File: src/rtl/irq_status_pkg.sv
package irq_status_pkg;

  // Status bit position of a request line: the last line (non-maskable)
  // takes the top bit, the numbered lines fill the rest in reversed order.
  function automatic int unsigned line_to_bit(input int unsigned line,
                                              input int unsigned n_lines);
    if (line == n_lines - 1)
      return n_lines - 1;
    return n_lines - 2 - line;
  endfunction

  // One-hot clear vector from an index.
  function automatic logic [31:0] index_onehot(input int unsigned idx);
    logic [31:0] v;
    v = '0;
    v[idx[4:0]] = 1'b1;
    return v;
  endfunction

endpackage

File: src/rtl/irq_edge_sync.sv
module irq_edge_sync #(
  parameter int unsigned STAGES = 2
) (
  input  logic clk_i,
  input  logic rst_ni,
  input  logic req_i,
  output logic rise_o
);
  logic [STAGES-1:0] sync_q;
  logic              prev_q;
  logic              sync_out;

  assign sync_out = sync_q[STAGES-1];

  always_ff @(posedge clk_i or negedge rst_ni) begin
    if (!rst_ni) begin
      sync_q <= '0;
      prev_q <= 1'b0;
    end else begin
      sync_q <= {sync_q[STAGES-2:0], req_i};
      prev_q <= sync_out;
    end
  end

  assign rise_o = sync_out & ~prev_q;

  // A detected edge lasts one cycle only
  p_rise_single_r5: assert property (@(posedge clk_i) disable iff (!rst_ni)
    rise_o |=> !rise_o);

endmodule

File: src/rtl/irq_clear_decode.sv
module irq_clear_decode #(
  parameter int unsigned WIDTH = 8,
  localparam int unsigned IDX_W = $clog2(WIDTH)
) (
  input  logic             cs_i,
  input  logic             we_i,
  input  logic [WIDTH-1:0] wr_data_i,
  output logic [WIDTH-1:0] clr_o
);
  import irq_status_pkg::*;

  logic             wr_hit;
  logic [IDX_W-1:0] clr_idx;
  logic [31:0]      onehot;

  assign wr_hit  = cs_i & we_i;
  assign clr_idx = wr_data_i[IDX_W-1:0];
  assign onehot  = index_onehot(32'(clr_idx));

  always_comb begin
    clr_o = '0;
    if (wr_hit)
      clr_o = onehot[WIDTH-1:0];
  end

endmodule

File: src/rtl/irq_pending_bank.sv
module irq_pending_bank #(
  parameter int unsigned WIDTH = 8
) (
  input  logic             clk_i,
  input  logic             rst_ni,
  input  logic [WIDTH-1:0] set_i,
  input  logic [WIDTH-1:0] clr_i,
  output logic [WIDTH-1:0] pend_o
);
  logic [WIDTH-1:0] pend_q;
  logic [WIDTH-1:0] pend_d;

  // Set has priority over clear
  assign pend_d = (pend_q & ~clr_i) | set_i;

  always_ff @(posedge clk_i or negedge rst_ni) begin
    if (!rst_ni) pend_q <= '0;
    else         pend_q <= pend_d;
  end

  assign pend_o = pend_q;

  p_set_wins_r6: assert property (@(posedge clk_i) disable iff (!rst_ni)
    1'b1 |=> ((pend_q & $past(set_i)) == $past(set_i)));

  p_only_edge_sets_r5: assert property (@(posedge clk_i) disable iff (!rst_ni)
    1'b1 |=> ((pend_q & ~$past(pend_q) & ~$past(set_i)) == '0));

  p_clear_takes_r3: assert property (@(posedge clk_i) disable iff (!rst_ni)
    1'b1 |=> ((pend_q & $past(clr_i & ~set_i)) == '0));

  p_one_bit_drops_r3: assert property (@(posedge clk_i) disable iff (!rst_ni)
    1'b1 |=> ($countones($past(pend_q) & ~pend_q) <= 1));

endmodule

File: src/rtl/bus_irq_status_latch.sv
module bus_irq_status_latch #(
  parameter int unsigned N_LINES     = 8,
  parameter int unsigned SYNC_STAGES = 2
) (
  input  logic               clk_i,
  input  logic               rst_ni,
  input  logic               cs_i,
  input  logic               we_i,
  input  logic [N_LINES-1:0] wr_data_i,
  output logic [N_LINES-1:0] rd_data_o,
  input  logic [N_LINES-1:0] req_i,
  output logic               irq_o
);
  import irq_status_pkg::*;

  logic [N_LINES-1:0] rise_line;  // edges in line order
  logic [N_LINES-1:0] set_bits;   // edges in status bit order
  logic [N_LINES-1:0] clr_bits;
  logic [N_LINES-1:0] pend_bits;
  logic               any_pend;
  logic               irq_q;

  for (genvar n = 0; n < N_LINES; n++) begin : g_line
    localparam int unsigned BIT = line_to_bit(n, N_LINES);
    irq_edge_sync #(.STAGES(SYNC_STAGES)) u_sync (
      .clk_i  (clk_i),
      .rst_ni (rst_ni),
      .req_i  (req_i[n]),
      .rise_o (rise_line[n])
    );
    assign set_bits[BIT] = rise_line[n];
  end

  irq_clear_decode #(.WIDTH(N_LINES)) u_dec (
    .cs_i      (cs_i),
    .we_i      (we_i),
    .wr_data_i (wr_data_i),
    .clr_o     (clr_bits)
  );

  irq_pending_bank #(.WIDTH(N_LINES)) u_bank (
    .clk_i  (clk_i),
    .rst_ni (rst_ni),
    .set_i  (set_bits),
    .clr_i  (clr_bits),
    .pend_o (pend_bits)
  );

  assign any_pend  = |pend_bits;
  assign rd_data_o = ~pend_bits;

  always_ff @(posedge clk_i or negedge rst_ni) begin
    if (!rst_ni) irq_q <= 1'b0;
    else         irq_q <= any_pend;
  end
  assign irq_o = irq_q;

  p_irq_follows_r7: assert property (@(posedge clk_i) disable iff (!rst_ni)
    1'b1 |=> (irq_o == $past(rd_data_o != '1)));

  p_idle_write_r10: assert property (@(posedge clk_i) disable iff (!rst_ni)
    (!(cs_i && we_i) && set_bits == '0) |=> (rd_data_o == $past(rd_data_o)));

endmodule

File: config.mk
export PLATFORM = sky130hd
export DESIGN_NAME = bus_irq_status_latch
export DESIGN_NICKNAME = d
export VERILOG_FILES = /design/src/rtl/irq_status_pkg.sv /design/src/rtl/irq_edge_sync.sv /design/src/rtl/irq_clear_decode.sv /design/src/rtl/irq_pending_bank.sv /design/src/rtl/bus_irq_status_latch.sv
export SDC_FILE = /design/constraint.sdc
export NUM_CORES = 1
export LEC_CHECK = 0
export ABC_AREA = 1
export ABC_CLOCK_PERIOD_IN_PS = 1900
export BUFFER_PORTS_ARGS = -buffer_cell sky130_fd_sc_hd__buf_2
export CAP_MARGIN = 5
export CORE_MARGIN = 8
export CORE_UTILIZATION = 50
export CTS_CLUSTER_DIAMETER = 40
export CTS_CLUSTER_SIZE = 20
export DETAILED_ROUTE_END_ITERATION = 10
export GPL_TIMING_DRIVEN = 0
export PLACE_DENSITY = 0.76
export SLEW_MARGIN = 20
export SYNTH_ARGS = -nofsm -noshare
export SYNTH_HDL_FRONTEND = slang
export SYNTH_SLANG_ARGS = --single-unit
File: constraint.sdc
create_clock -name clk_i -period 1.9 [get_ports clk_i]
set_input_delay 0.285 -clock clk_i [delete_from_list [all_inputs] [get_ports clk_i]]
set_output_delay 0.285 -clock clk_i [all_outputs]
set_load 0.05 [all_outputs]
* After elaboration in Yosys (flattened, before gate mapping)
Index checks and enable logic that the tools add are counted. W data, S select, Z words.
Cells by class: magnitude comparators 2, muxes and demuxes 3, bitwise gates (word level) 21, reduce and logical (&&, ||, !) cells 2
Operators by type and width (count):
- $not A8 Y8 | 2
- $and A1 B1 Y1 | 9
- $and A8 B8 Y8 | 1
- $mux W8 | 1
- $not A1 Y1 | 8
- $or A8 B8 Y8 | 1
- $reduce_or A8 Y1 | 1
- $lt A3 B6 Y1 const B | 1
- $demux W1 S3 | 1
- $ge A3 B1 Y1 const B | 1
- $logic_and A1 B1 Y1 | 1
- $mux W1 | 1
Word-level totals: register bits 33, bits of input ports 20

* Logic depth before layout (Yosys ltp)
word-level depth 8, gate-level depth with buffers 5, mapped depth without buffers 5

* Cells and area by module
From an unflattened synthesis, not the netlist that was laid out.
Unflattened totals: cells, all modules 113, area, all modules 1148.6 um2
By module, submodules not included:
- irq_edge_sync | times used 8, cells an instance 5, area each 85.1 um2, seq. area each 75.1 um2
- irq_pending_bank | times used 1, cells an instance 40, area each 320.3 um2, seq. area each 200.2 um2
- bus_irq_status_latch | times used 1, cells an instance 16, area each 81.3 um2, seq. area each 25.0 um2
- irq_clear_decode | times used 1, cells an instance 17, area each 66.3 um2, seq. area each 0.0 um2

* Least setup slack after synthesis
No wires, ideal clock.
path kind reg2reg, start point reg u_bank.pend_q[2] (netlist: u_bank.pend_o[2]), end point reg irq_q (netlist: irq_o), setup time 0.124 ns, arrival 0.963 ns, data required time 1.776 ns, setup slack 0.813 ns, stages on the path, launching flop included 5, buffers on the path 0, period minus slack after synthesis 1.087 ns, cells stage by stage dfrtp_1 -> inv_1 -> nand2_1 -> nor3_1 -> nand2_1
On the way: word-level cells in the longest chain between the ends 1
RTL lines:
- start, declared | line irq_pending_bank.sv:10 | logic [WIDTH-1:0] pend_q;
- start signal, assigned | line irq_pending_bank.sv:18 | else pend_q <= pend_d;
- $reduce_or A8 Y1 | line bus_irq_status_latch.sv:49 | assign any_pend = |pend_bits;
- via any_pend | line bus_irq_status_latch.sv:20 | logic any_pend;
- end signal, assigned | line bus_irq_status_latch.sv:54 | else irq_q <= any_pend;
- end, declared | line bus_irq_status_latch.sv:21 | logic irq_q;
The timed path passes the listed nets, and every way through them passes these cells.

* Worst setup path after layout
start point reg u_bank.pend_q[5] (netlist: u_bank.pend_o[5]), end point out rd_data_o[5]
On the way: word-level cells in the longest chain between the ends 1
RTL lines:
- $not A8 Y8 | line bus_irq_status_latch.sv:50 | assign rd_data_o = ~pend_bits;
- end, declared | line bus_irq_status_latch.sv:10 | output logic [N_LINES-1:0] rd_data_o,
Every way passes these cells.

==> qor.txt <==
Period Utilization, post-route: 69.55%
Via count: 683
Post-DR vias/cell: 4.378
Buffers and inverters on the worst path: 2
Final hold violation count: 11
Top cells by area, synth: sky130_fd_sc_hd__dfrtp_1 76%, sky130_fd_sc_hd__nand2_1 13%, sky130_fd_sc_hd__inv_1 6.9%, sky130_fd_sc_hd__nor2_1 1.0%, sky130_fd_sc_hd__nor2_4 1.0%
Worst-path clk slew: 0.09 ns
Drt first pass iters: 4
Max transition margin: 55.47%
Leakage power summed over all cells: 0.7457 nW
Number of antenna diodes: 0
Clock Latency Late Sink: 0.32 ns
Core footprint: 2127 um^2
Status: complete, but fails checks
Combinational family with the most area after synthesis: simple AND/OR/NAND/NOR gates
Post-CTS sizing: 0
DRT antenna net count: 0
Dominant cell type by area after synthesis: sky130_fd_sc_hd__dfrtp_1
Startpoint of the worst register-to-register path: u_bank.pend_o[2]
Data required time at the worst endpoint: 1.62 ns
Chip width: 62.50 um
First-pass GRT wire length: 2842 um
Routability congestion estimate from global placement: 0.7657
Category of the worst setup path capture point: output pin
Setup fix buffers added after clock tree synthesis: 0
Nets: 147
Maximum buffer depth of the clock tree: 2
Pwr Density: 986.8 nW/um^2
Crit path max-delay cell type: sky130_fd_sc_hd__dfrtp_1
Xor and xnor fraction of the mapped netlist area: 0%
Post-route design area: 1301 um^2
Floorplan die height: 62.50 um
DR DRC count: 0
Via count of the first global-routing pass: 691
Clk sink count: 33
Number of rows created at floorplan: 17
Synthesized instance count: 97
Switching pwr: 0.3032 mW
Clock tree from TritonCTS: done
Internal Dissipation: 0.9808 mW
Number of antenna violations at the first check in global routing: 0
Post-synthesis share of cell area spent on full adders, half adders and majority gates: 0%
Number of ports placed on the die boundary: 29
RSZ-0062 raised after global routing: no
Nets in the synthesized netlist: 117
Critical setup path kind: reg2out
Routed Wire Length: 1588 um
Delay-heaviest family, CP: flip-flops
Fraction of layout instances using a drive strength above 1: 26.56%
Number of placed instances with taps included: 148
Slew at the pin closest to its max-slew limit: 0.6679 ns
Instance area after placement: 1231 um^2
Crit-path max cell delay: 0.42 ns
Proportion of power drawn by the clock network: 33.0%
Count of pins over their slew limit: 0
Worst hold slack: -0.006550 ns
GRT Total Usage: 9.327%
Arrival @ worst endpoint: 1.04 ns
Per-instance average area after synthesis: 11.14 um^2
Maximum number of pins on one net before global-route repair: 34
Logic depth of the worst path, buffers included: 2
Maximum Capacitance Violations: 0
Endpoint of the most critical setup path: rd_data_o[5]
Aggregate negative setup slack: 0 ns
List of cells traversed by the critical path: inv_1 > buf_2
Setup crit start kind: flop
Starting density of the core: 50.82%
Compound-gate portion of the synthesized area: 0%
Switching Share: 23.62%
Cell depth of the worst flop-to-flop path: 4
DRC marker count from the first detailed-route iteration: 5
Total of buffers placed on input and output ports: 23
Yosys warns: 0
Per-cell routed wire length: 10.18 um
H-tree levels: 2
Setup crit start: u_bank.pend_o[5]
Max Clock Skew: 0.006548 ns
Endpoint of the lowest-slack register-to-register path: irq_o
TritonCTS buffer count: 5
Combined area of all synthesized cells: 1081 um^2
Combinational power share: 8.4%
CTS root buffer: sky130_fd_sc_hd__clkbuf_4
Share of the synthesized area in the top cell type: 76.39%
Period minus WS final: 1.321 ns
Finished Layout Cells: 156
Total gr overflow: 0
Netlist cell types: 8
Layout Area Growth over Synthesis: 20.37%
Area of the die: 3906 um^2
Fin util: 61.18%
Fill cells: 191
Final HPWL from detailed placement: 1178 um
Max VDD drop: 0.5248 mV
Failing checks: hold timing
Portion of netlist area occupied by mux cells: 0%
Max frequency: 756.7 MHz
Seq cells post-synth: 33
Final-report setup violation count: 0
Basic-gate share of the synthesized area counting and, or, nand and nor cells: 16.67%
Register area share after synthesis: 76.39%
Area occupied by multi-input gates: 180.2 um^2
Crit-path max FO: 3
Sequential group share of total power: 58.6%
Hold WC Path Type: in2async
Internal reg-to-reg setup slack: 1.08 ns
Number of hold buffers added after CTS: 0
Area of all sequential standard cells: 825.8 um^2
==> cells in the mapped netlist <==
master                     n
sky130_fd_sc_hd__nor2_1    3
sky130_fd_sc_hd__nand2_2   1
sky130_fd_sc_hd__nor2_2    1
sky130_fd_sc_hd__nor2_4    1
sky130_fd_sc_hd__dfrtp_1  33
sky130_fd_sc_hd__inv_1    20
sky130_fd_sc_hd__nand2_1  36
sky130_fd_sc_hd__nor3_1    2
==> cell usage in the layout (no fill, tap or decap), drive strengths merged <==
| master | n |
|---|---|
| buf | 23 |
| nor2 | 5 |
| nand2 | 37 |
| clkbuf | 7 |
| nor3 | 2 |
| clkinv | 1 |
| inv | 20 |
| dfrtp | 33 |
==> through the flow <==
step | worst slack, ns | total power, mW
after floorplan | 0.8131 | 0.8286
after global placement | 0.9346 | 0.8710
after detailed placement | 0.9267 | 0.8768
after CTS | 0.5595 | 1.308
after global routing | 0.5070 | 1.349
final | 0.5785 | 1.284
==> power by group through the flow <==
stage	Combinational, mW	Clock (mW)	Sequential (mW)
CTS	0.110	0.445	0.753
global placement	0.107	0	0.764
floorplan	0.0661	0	0.763
finish	0.108	0.424	0.753
detailed placement	0.110	0	0.767
global route	0.120	0.472	0.757
==> registers in the layout, indices dropped and copies added (netlist names) <==
| register | count |
|---|---|
| g_line.u_sync.sync_q | 16 |
| u_bank.pend_o | 8 |
| g_line.u_sync.prev_q | 8 |
| irq_o | 1 |
==> worst register-to-register path: stages (launching register included) <==
cell                      delay [ns]
sky130_fd_sc_hd__dfrtp_1        0.39
sky130_fd_sc_hd__inv_1          0.07
sky130_fd_sc_hd__nand2_1        0.06
sky130_fd_sc_hd__nor3_1         0.13
sky130_fd_sc_hd__nand2_1        0.07
==> worst min-delay path by stage <==
stage	start	to	depth (start not counted)
after floorplan	rst_ni	g_line[0].u_sync.prev_q	0
final	rst_ni	g_line[5].u_sync.sync_q[0]	1
after global routing	rst_ni	g_line[3].u_sync.sync_q[0]	1
after CTS	rst_ni	g_line[5].u_sync.sync_q[0]	1
after global placement	g_line[2].u_sync.sync_q[0]	g_line[2].u_sync.sync_q[1]	0
after detailed placement	g_line[3].u_sync.sync_q[0]	g_line[3].u_sync.sync_q[1]	0
==> routing by layer <==
layer / GRT usage [%] / wire length (um) / part of all wire (%)
met4: 5.128 / 44 / 2.8
met1: 9.282 / 664 / 42
met5: 0 / 0 / 0
met3: 6.452 / 156 / 9.8
met2: 14.23 / 723 / 46
==> layout make-up <==
class,instances,share of cell area [%]
clock buffer,7,5.000
clock inverter,1,0.3846
multi-input combinational,44,13.85
tap,28,2.692
sequential,33,63.46
inverter,20,5.769
timing repair buffer,23,8.846
==> logic make-up after synthesis <==
family,after synthesis
buf+inv,20
simple gates,44
flops,33
Note: power is estimated with default switching activity, not from simulation.
